==> src/rtl/cmul3_pkg.sv <==
package cmul3_pkg;
  localparam int unsigned CM_NPROD = 3;
  typedef enum logic [1:0] {
    PR_RE = 2'd0,
    PR_IM = 2'd1,
    PR_SH = 2'd2
  } prod_sel_e;
endpackage

==> src/rtl/cmul3_preadd.sv <==
module cmul3_preadd #(
  parameter int IN_W  = 16,
  parameter int PRE_W = IN_W + 1
) (
  input  logic                    clk,
  input  logic                    en,
  input  logic signed [IN_W-1:0]  xr,
  input  logic signed [IN_W-1:0]  xi,
  input  logic signed [IN_W-1:0]  yr,
  input  logic signed [IN_W-1:0]  yi,
  output logic signed [PRE_W-1:0] x_diff,
  output logic signed [PRE_W-1:0] y_diff,
  output logic signed [PRE_W-1:0] y_sum,
  output logic signed [IN_W-1:0]  xr_q,
  output logic signed [IN_W-1:0]  xi_q,
  output logic signed [IN_W-1:0]  yi_q
);
  logic signed [PRE_W-1:0] xr_w, xi_w, yr_w, yi_w;

  always_comb begin
    xr_w = {{(PRE_W-IN_W){xr[IN_W-1]}}, xr};
    xi_w = {{(PRE_W-IN_W){xi[IN_W-1]}}, xi};
    yr_w = {{(PRE_W-IN_W){yr[IN_W-1]}}, yr};
    yi_w = {{(PRE_W-IN_W){yi[IN_W-1]}}, yi};
  end

  always_ff @(posedge clk) begin
    if (en) begin
      x_diff <= xr_w - xi_w;
      y_diff <= yr_w - yi_w;
      y_sum  <= yr_w + yi_w;
      xr_q   <= xr;
      xi_q   <= xi;
      yi_q   <= yi;
    end
  end
endmodule

==> src/rtl/cmul3_mult.sv <==
module cmul3_mult #(
  parameter int X_W  = 17,
  parameter int Y_W  = 16,
  parameter int XP_W = 27,
  parameter int YP_W = 18,
  parameter int P_W  = 48
) (
  input  logic                  clk,
  input  logic                  en,
  input  logic signed [X_W-1:0] x,
  input  logic signed [Y_W-1:0] y,
  output logic signed [P_W-1:0] p
);
  localparam int M_W = XP_W + YP_W;

  logic signed [XP_W-1:0] xp;
  logic signed [YP_W-1:0] yp;
  logic signed [M_W-1:0]  m;

  always_comb begin
    xp = {{(XP_W-X_W){x[X_W-1]}}, x};
    yp = {{(YP_W-Y_W){y[Y_W-1]}}, y};
    m  = xp * yp;
  end

  always_ff @(posedge clk) begin
    if (en) p <= {{(P_W-M_W){m[M_W-1]}}, m};
  end
endmodule

==> src/rtl/cmul3_postadd.sv <==
module cmul3_postadd #(
  parameter int P_W = 48
) (
  input  logic                  clk,
  input  logic                  en,
  input  logic signed [P_W-1:0] p_re,
  input  logic signed [P_W-1:0] p_im,
  input  logic signed [P_W-1:0] p_sh,
  output logic signed [P_W-1:0] s_re,
  output logic signed [P_W-1:0] s_im
);
  always_ff @(posedge clk) begin
    if (en) begin
      s_re <= p_re + p_sh;
      s_im <= p_im + p_sh;
    end
  end
endmodule

==> src/rtl/cmul3_top.sv <==
module cmul3_top
  import cmul3_pkg::*;
#(
  parameter int IN_W    = 16,
  parameter int XPORT_W = 27,
  parameter int YPORT_W = 18,
  parameter int ACC_W   = 48
) (
  input  logic                      clk,
  input  logic                      rst,
  input  logic                      in_vld,
  output logic                      in_rdy,
  input  logic signed [IN_W-1:0]    x_re,
  input  logic signed [IN_W-1:0]    x_im,
  input  logic signed [IN_W-1:0]    y_re,
  input  logic signed [IN_W-1:0]    y_im,
  output logic                      out_vld,
  input  logic                      out_rdy,
  output logic signed [2*IN_W+1:0]  out_re,
  output logic signed [2*IN_W+1:0]  out_im
);
  localparam int PRE_W = IN_W + 1;
  localparam int OUT_W = 2*IN_W + 2;
  localparam int LAT   = 4;

  logic           adv;
  logic [LAT-1:0] vld;

  assign adv     = !out_vld || out_rdy;
  assign in_rdy  = adv;
  assign out_vld = vld[LAT-1];

  // valid pipeline, the only reset state
  always_ff @(posedge clk) begin
    if (rst) vld <= '0;
    else if (adv) vld <= {vld[LAT-2:0], in_vld};
  end

  // stage 0: operand capture
  logic signed [IN_W-1:0] xr0, xi0, yr0, yi0;
  always_ff @(posedge clk) begin
    if (adv) begin
      xr0 <= x_re;
      xi0 <= x_im;
      yr0 <= y_re;
      yi0 <= y_im;
    end
  end

  // stage 1: pre-adders
  logic signed [PRE_W-1:0] pre_xd, pre_yd, pre_ys;
  logic signed [IN_W-1:0]  xr1, xi1, yi1;

  cmul3_preadd #(.IN_W(IN_W), .PRE_W(PRE_W)) u_pre (
    .clk   (clk),
    .en    (adv),
    .xr    (xr0),
    .xi    (xi0),
    .yr    (yr0),
    .yi    (yi0),
    .x_diff(pre_xd),
    .y_diff(pre_yd),
    .y_sum (pre_ys),
    .xr_q  (xr1),
    .xi_q  (xi1),
    .yi_q  (yi1)
  );

  // stage 2: three multipliers
  logic signed [PRE_W-1:0] mx [CM_NPROD];
  logic signed [IN_W-1:0]  my [CM_NPROD];
  logic signed [ACC_W-1:0] mp [CM_NPROD];

  always_comb begin
    mx[PR_RE] = pre_yd;  my[PR_RE] = xr1;
    mx[PR_IM] = pre_ys;  my[PR_IM] = xi1;
    mx[PR_SH] = pre_xd;  my[PR_SH] = yi1;
  end

  for (genvar g = 0; g < CM_NPROD; g++) begin : g_mul
    cmul3_mult #(
      .X_W (PRE_W),
      .Y_W (IN_W),
      .XP_W(XPORT_W),
      .YP_W(YPORT_W),
      .P_W (ACC_W)
    ) u_mul (
      .clk(clk),
      .en (adv),
      .x  (mx[g]),
      .y  (my[g]),
      .p  (mp[g])
    );
  end

  // stage 3: post-adders
  logic signed [ACC_W-1:0] sum_re, sum_im;

  cmul3_postadd #(.P_W(ACC_W)) u_post (
    .clk (clk),
    .en  (adv),
    .p_re(mp[PR_RE]),
    .p_im(mp[PR_IM]),
    .p_sh(mp[PR_SH]),
    .s_re(sum_re),
    .s_im(sum_im)
  );

  assign out_re = sum_re[OUT_W-1:0];
  assign out_im = sum_im[OUT_W-1:0];


  re_sign_chk: assert property (@(posedge clk) disable iff (rst)
    vld[1] && adv |=> (mp[PR_RE] == '0) ||
      (mp[PR_RE][ACC_W-1] == ($past(pre_yd[PRE_W-1]) ^ $past(xr1[IN_W-1]))));


  no_overflow_chk: assert property (@(posedge clk) disable iff (rst)
    out_vld |-> ((sum_re[ACC_W-1:OUT_W-1] == '0) || (sum_re[ACC_W-1:OUT_W-1] == '1)) &&
                ((sum_im[ACC_W-1:OUT_W-1] == '0) || (sum_im[ACC_W-1:OUT_W-1] == '1)));


  stall_hold_chk: assert property (@(posedge clk) disable iff (rst)
    out_vld && !out_rdy |=> out_vld && $stable(out_re) && $stable(out_im));


  rst_clear_chk: assert property (@(posedge clk) disable iff (rst)
    $past(rst) |-> !out_vld);
endmodule

==> config.mk <==
export PLATFORM = sky130hd
export DESIGN_NAME = cmul3_top
export DESIGN_NICKNAME = d
export VERILOG_FILES = /design/src/rtl/cmul3_pkg.sv /design/src/rtl/cmul3_preadd.sv /design/src/rtl/cmul3_mult.sv /design/src/rtl/cmul3_postadd.sv /design/src/rtl/cmul3_top.sv
export SDC_FILE = /design/constraint.sdc
export NUM_CORES = 2
export LEC_CHECK = 0
export BUFFER_PORTS_ARGS = -buffer_cell sky130_fd_sc_hd__buf_2
export CELL_PAD_IN_SITES_DETAIL_PLACEMENT = 0
export CELL_PAD_IN_SITES_GLOBAL_PLACEMENT = 1
export CORE_ASPECT_RATIO = 2
export CORE_UTILIZATION = 56
export CTS_CLUSTER_DIAMETER = 200
export DETAILED_ROUTE_END_ITERATION = 8
export HOLD_SLACK_MARGIN = 0.06
export MAX_ROUTING_LAYER = met4
export PLACE_DENSITY = 0.89
export RECOVER_POWER = 50
export SYNTH_ARGS = -nofsm -noshare
export SYNTH_HDL_FRONTEND = slang
export SYNTH_SLANG_ARGS = --single-unit
export TNS_END_PERCENT = 1
==> constraint.sdc <==
create_clock -name clk -period 36.5 [get_ports clk]
set_input_delay 7.3 -clock clk [delete_from_list [all_inputs] [get_ports clk]]
set_output_delay 7.3 -clock clk [all_outputs]
set_load 0.01 [all_outputs]
Word-level counts from Yosys, hierarchy flattened
Cells that the tools add are included.
Cells by class
  add/sub/neg operators: 5
  multiply operators: 3
  divide/modulo/power cells: 0
  magnitude comparators: 0
  equality and inequality tests: 0
  shift-type cells: 0
  muxes and demuxes: 0
  bitwise gates (word level): 0
  reductions and logical operators: 2
Operators with widths (number)
  multiplier 17 x 16 -> 33 bit: 3
  adder 33 x 33 -> 34 bit: 2
  subtractor 16 x 16 -> 17 bit: 2
  adder 16 x 16 -> 17 bit: 1
  zero test 1 bit: 1
  logical OR 1 bit: 1
Word-level totals
  register bits after elaboration: 334
  bits in latches: 0
  bits in writable memories: 0
  bits in read-only memories: 0
  bits of input ports: 68
  output and inout port bits: 70
  logic and storage cells: 26
  memories kept: 0

Logic depth before layout (Yosys ltp)
  depth after elaboration: 2
  depth in mapped cells: 25
  mapped depth without buffers: 22

By module
Synthesis repeated with hierarchy kept, for this count alone.
Unflattened totals
  cell total of the unflattened synthesis: 4986
  area total of the unflattened synthesis: 50098.0 µm²
By module, submodules not included
  cmul3_mult at g_mul[0].u_mul: times used 1, cells each 1236, area each 11647.4 µm², seq. area each 991.0 µm²
  cmul3_mult at g_mul[1].u_mul: times used 1, cells each 1203, area each 11499.8 µm², seq. area each 991.0 µm²
  cmul3_mult at g_mul[2].u_mul: times used 1, cells each 1173, area each 11387.2 µm², seq. area each 991.0 µm²
  cmul3_postadd: times used 1, cells each 816, area each 7930.1 µm², seq. area each 2882.8 µm²
  cmul3_preadd: times used 1, cells each 479, area each 5542.8 µm², seq. area each 2942.8 µm²
  cmul3_top: times used 1, cells each 79, area each 2090.8 µm², seq. area each 2001.9 µm²

Least setup slack after synthesis
Ideal clock, no wire load.
  path type: input port to output port
  start: input out_rdy
  end: output in_rdy
  arrival time: 16.512 ns
  data required time: 29.200 ns
  setup slack: 12.688 ns
  stages: 2
  buffers on the path: 1
  cells stage by stage: nand2b_1 clkbuf_1
Between the ends
  word-level cells in the longest chain between the ends: 1
Ends and longest elaborated chain
  start: declaration: line cmul3_top.sv:18  | input logic out_rdy,
  logical OR 1 bit: line cmul3_top.sv:29  | assign adv = !out_vld || out_rdy;
  end: declaration: line cmul3_top.sv:12  | output logic in_rdy,
No other way between the ends.

Worst setup path after layout
Same ends and word-level chain as after synthesis.

==> flow_summary_export.csv <==
group,metric,value,unit
flow_run,max_cap_viol_count,1,
final_layout,stdcell_area,48700,sq um
route,wl_per_cell,21.4,um
critical_path,endpoint_kind,"output pin",
critical_path,worst_path_largest_cell_delay,0.72,ns
clock_network,post_cts_resize_count,0,
synth,share_of_the_synthesized_area_in_the_top_cell_type,36.2,%
clock_network,cts.reportedPaths.clkPinSlew,0.06,ns
floorplan,initial_core_utilization,56.6,%
route,detailroute.via_count,32000,
timing,fin_setup_tns,0,ns
critical_path,worst-endpoint-arrival,8.38,ns
place,gp_routability_congestion,0.939,
synth,post-synth-top-area-cell,"sky130_fd_sc_hd__fa_1",
critical_path,class_of_the_most_critical_setup_path,"in2out",
synth,post_synth_fa_ha_maj_area_fraction,46.2,%
final_layout,drive_gt1_share,4.66,%
run_status,failing_checks,"capacitance limit, slew limit",
clock_network,ctsRootBufferMaster,"sky130_fd_sc_hd__clkbuf_16",
synth,post_synth_instance_area,46000,sq um
place,pre_cts_ws,21.28,ns
final_layout,n_fill_cell,6896,
route,wirelength,120,mm
timing,report.final.slew_viol_count,116,
timing,total_count_of_hold_check_failures_in_the_final_report,0,
synth,post_synth_simple_gate_area,12.4,%
synth,compound_cell_area_share_of_the_yosys_netlist,6.87,%
critical_path,path_max_fanout,3,
timing,timing.final.crit_share,43.0,%
clock_network,cts-buffers-inserted,36,
place,port-buffer-count,137,
place,placed_cell_count,5561,
global_route,groute.usage.overall,31.8,%
global_route,antenna_found_initial,7,
critical_path,worstPathRequired,29.20,ns
place,detailed_place.area,47700,sq um
timing,achievable-frequency,63.8,MHz
timing,worst_slack,20.82,ns
floorplan,core.rowCount,148,
critical_path,critical_path.top_delay_family,"simple AND/OR/NAND/NOR gates",
clock_network,cts-root-to-sink-buffers,3,
synth,yosysUniqueCellTypes,77,
synth,synth_edf_count,329,
synth,ys_seq_area_share,21.6,%
critical_path,cp-startpoint,"out_rdy",
synth,synth_top_flop_cell,"sky130_fd_sc_hd__edfxtp_1",
global_route,global_route.overflow_total,0,
floorplan,floorplan.die_area,83400,sq um
synth,postSynthAreaPerCell,10.3,sq um
synth,number_of_synthesis_warnings,0,
final_layout,finalNetCount,5816,
critical_path,critPathBufInv,2,
route,antenna_left,0,
floorplan,die_x,205,um
floorplan,floorplan_die_height,407,um
floorplan,num_io_pins,138,
worst_hold_path,holdCritStartpoint,"vld[2]$_SDFFE_PP0P_",
synth,main_combinational_cell_family_by_area_after_synthesis,"adder cells",
place,dp_hpwl,98.0,mm
synth,post_synth_mux_area_share,0.0870,%
timing,final.min_clock_period,15.68,ns
synth,biggest_area_contributors_in_the_synthesized_netlist,"sky130_fd_sc_hd__fa_1 36%, sky130_fd_sc_hd__edfxtp_1 21%, sky130_fd_sc_hd__ha_1 9.9%",
run_status,status,"complete, but fails checks",
global_route,grt_first_pass_wirelength,190,mm
worst_hold_path,hp-class,"reg2reg",
route,post_drt_via_cell_ratio,5.68,
critical_path,timing.critical_path.from_type,"input port",
critical_path,critical_path.slowest_cell,"sky130_fd_sc_hd__nand2b_1",
critical_path,most_repeated_library_cell_on_the_critical_path,"sky130_fd_sc_hd__buf_2",
timing,worst-slew-pin-transition,6.59,ns
final_layout,area_growth_syn_to_layout,5.81,%
synth,synth_cells,4486,
timing,grt_setup_unrepaired,"no",
synth,ys_async_sr_fraction,0,%
synth,syn_nets,5753,
global_route,first_global_vias,35400,
clock_network,postCtsSetupRepairBufs,0,
timing,timing.max_slew.rel_slack,-339,%
clock_network,numClockSinks,333,
clock_network,cts_tree,"done",
synth,synthXorXnorAreaFrac,3.75,%
floorplan,core-area,81300,sq um
critical_path,crit_path_cell_trace,"buf_2 > nand2b_1 > buf_2",
clock_network,postCtsHoldBufs,0,
critical_path,startpoint_of_the_most_critical_register_to_register_path,"u_pre.xi_q[1]$_DFFE_PP_",
clock_network,worst_skew_pair.late_latency,0.62,ns
timing,finalSetupViolations,0,
route,drt_drc_violations_left,0,
route,drt_iter0_markers,1699,
synth,synth.ff_latch_count,333,
final_layout,layout.cells.non_filler,5628,
timing,final.setup_skew,0.0211,ns
global_route,grt_start_max_net_pins,116,
clock_network,cts-htree-levels,2,
route,drt_pre_antenna_iters,5,
-- worst reg2reg max path, delay by kind of cell, from the launching register on --
kind | cells | cell delay (ns)
fa+ha+maj | 7 | 3.52
buf+inv | 3 | 0.17
flops | 1 | 0.87
compound gates | 4 | 1.63
simple gates | 5 | 1.44
-- layer usage --
metal  part of all wire (%)  track usage (%)  up-vias  routed length [um]
met1                     31             29.7    16300               37100
met5                      0                -        -                   0
met3                    5.0             4.14      551                5970
li1                       -                -    14100                   -
met2                     53             55.5     1079               63800
met4                     11             28.7        0               13500
-- cell usage after synthesis, drive strengths merged, types with 9 or more instances --
| master | n |
|---|---|
| o211ai | 9 |
| a21oi | 150 |
| o21ai | 85 |
| xor2 | 45 |
| nor2 | 138 |
| xnor2 | 152 |
| edfxtp | 329 |
| nor2b | 20 |
| a21boi | 9 |
| nand2b | 31 |
| and3 | 12 |
| a21o | 56 |
| a31oi | 14 |
| a211oi | 21 |
| nand3 | 31 |
| nand2 | 459 |
| inv | 984 |
| o21bai | 29 |
| nor3 | 33 |
| clkbuf | 123 |
| o21a | 28 |
| ha | 366 |
| and2 | 398 |
| nand4 | 9 |
| or3 | 11 |
| fa | 833 |
-- area by class of cell --
cell class	instances	area, sq um	area share (%)
tap	1050	1310	2.70
clock inverter	23	190	0.390
antenna	5	12.5	0.0257
timing repair buffer	153	792	1.63
sequential	333	9960	20.4
clock buffer	39	912	1.87
inverter	984	3690	7.58
multi-input combinational	3041	31800	65.4
-- state kept, by name, summed over array words and instances (netlist names), 17 cells and up --
register       cells
u_post.s_im       34
u_pre.y_diff      17
u_post.s_re       34
g_mul.u_mul.p     99
u_pre.x_diff      17
-- cells in the final DEF, fill, tap and decap left out, drive strengths merged, types with 28 or more instances in the layout --
master  synthesis  layout
clkbuf        123      44
fa            833     833
nor2          138     138
buf             5     148
xnor2         152     152
inv           984     989
o21ai          85      85
a21oi         150     150
nand2         459     459
and2          398     398
nor3           33      33
nand2b         31      31
o21bai         29      29
o21a           28      28
xor2           45      45
a21o           56      56
edfxtp        329     329
nand3          31      31
ha            366     366
-- through the flow --
| stage | utilization, % | hold slack [ns] |
|---|---|---|
| floorplan | - | 0.419 |
| global placement | 58.7 | 0.449 |
| detailed placement | 58.7 | 0.447 |
| CTS | 60.0 | 0.449 |
| global route | 59.9 | 0.471 |
| finish | 59.9 | 0.441 |
-- kinds of logic (layout without fill, tap and decap cells) --
family / after synthesis / in the layout
other: 0 / 5
muxes: 4 / 4
buffers and inverters: 1112 / 1199
xor gates and xnor gates: 197 / 197
and+or+nand+nor: 1161 / 1161
adders and majority gates: 1199 / 1199
AOI/OAI and AO/OA: 480 / 480
DFF: 333 / 333
-- path summary, 6_finish.rpt --
kind                                                        to  slack (ns)  cells past startpoint
worst max-delay path                                    in_rdy       20.82                      3
worst min-delay path                       vld[3]$_SDFFE_PP0P_        0.44                      2
worst max register to register  g_mul[1].u_mul.p[31]$_DFFE_PP_       28.56                     19
worst min register to register             vld[3]$_SDFFE_PP0P_        0.44                      2
Power is not shown: default switching activity piles up to over one toggle a cycle in this logic, so the estimate is an artifact.
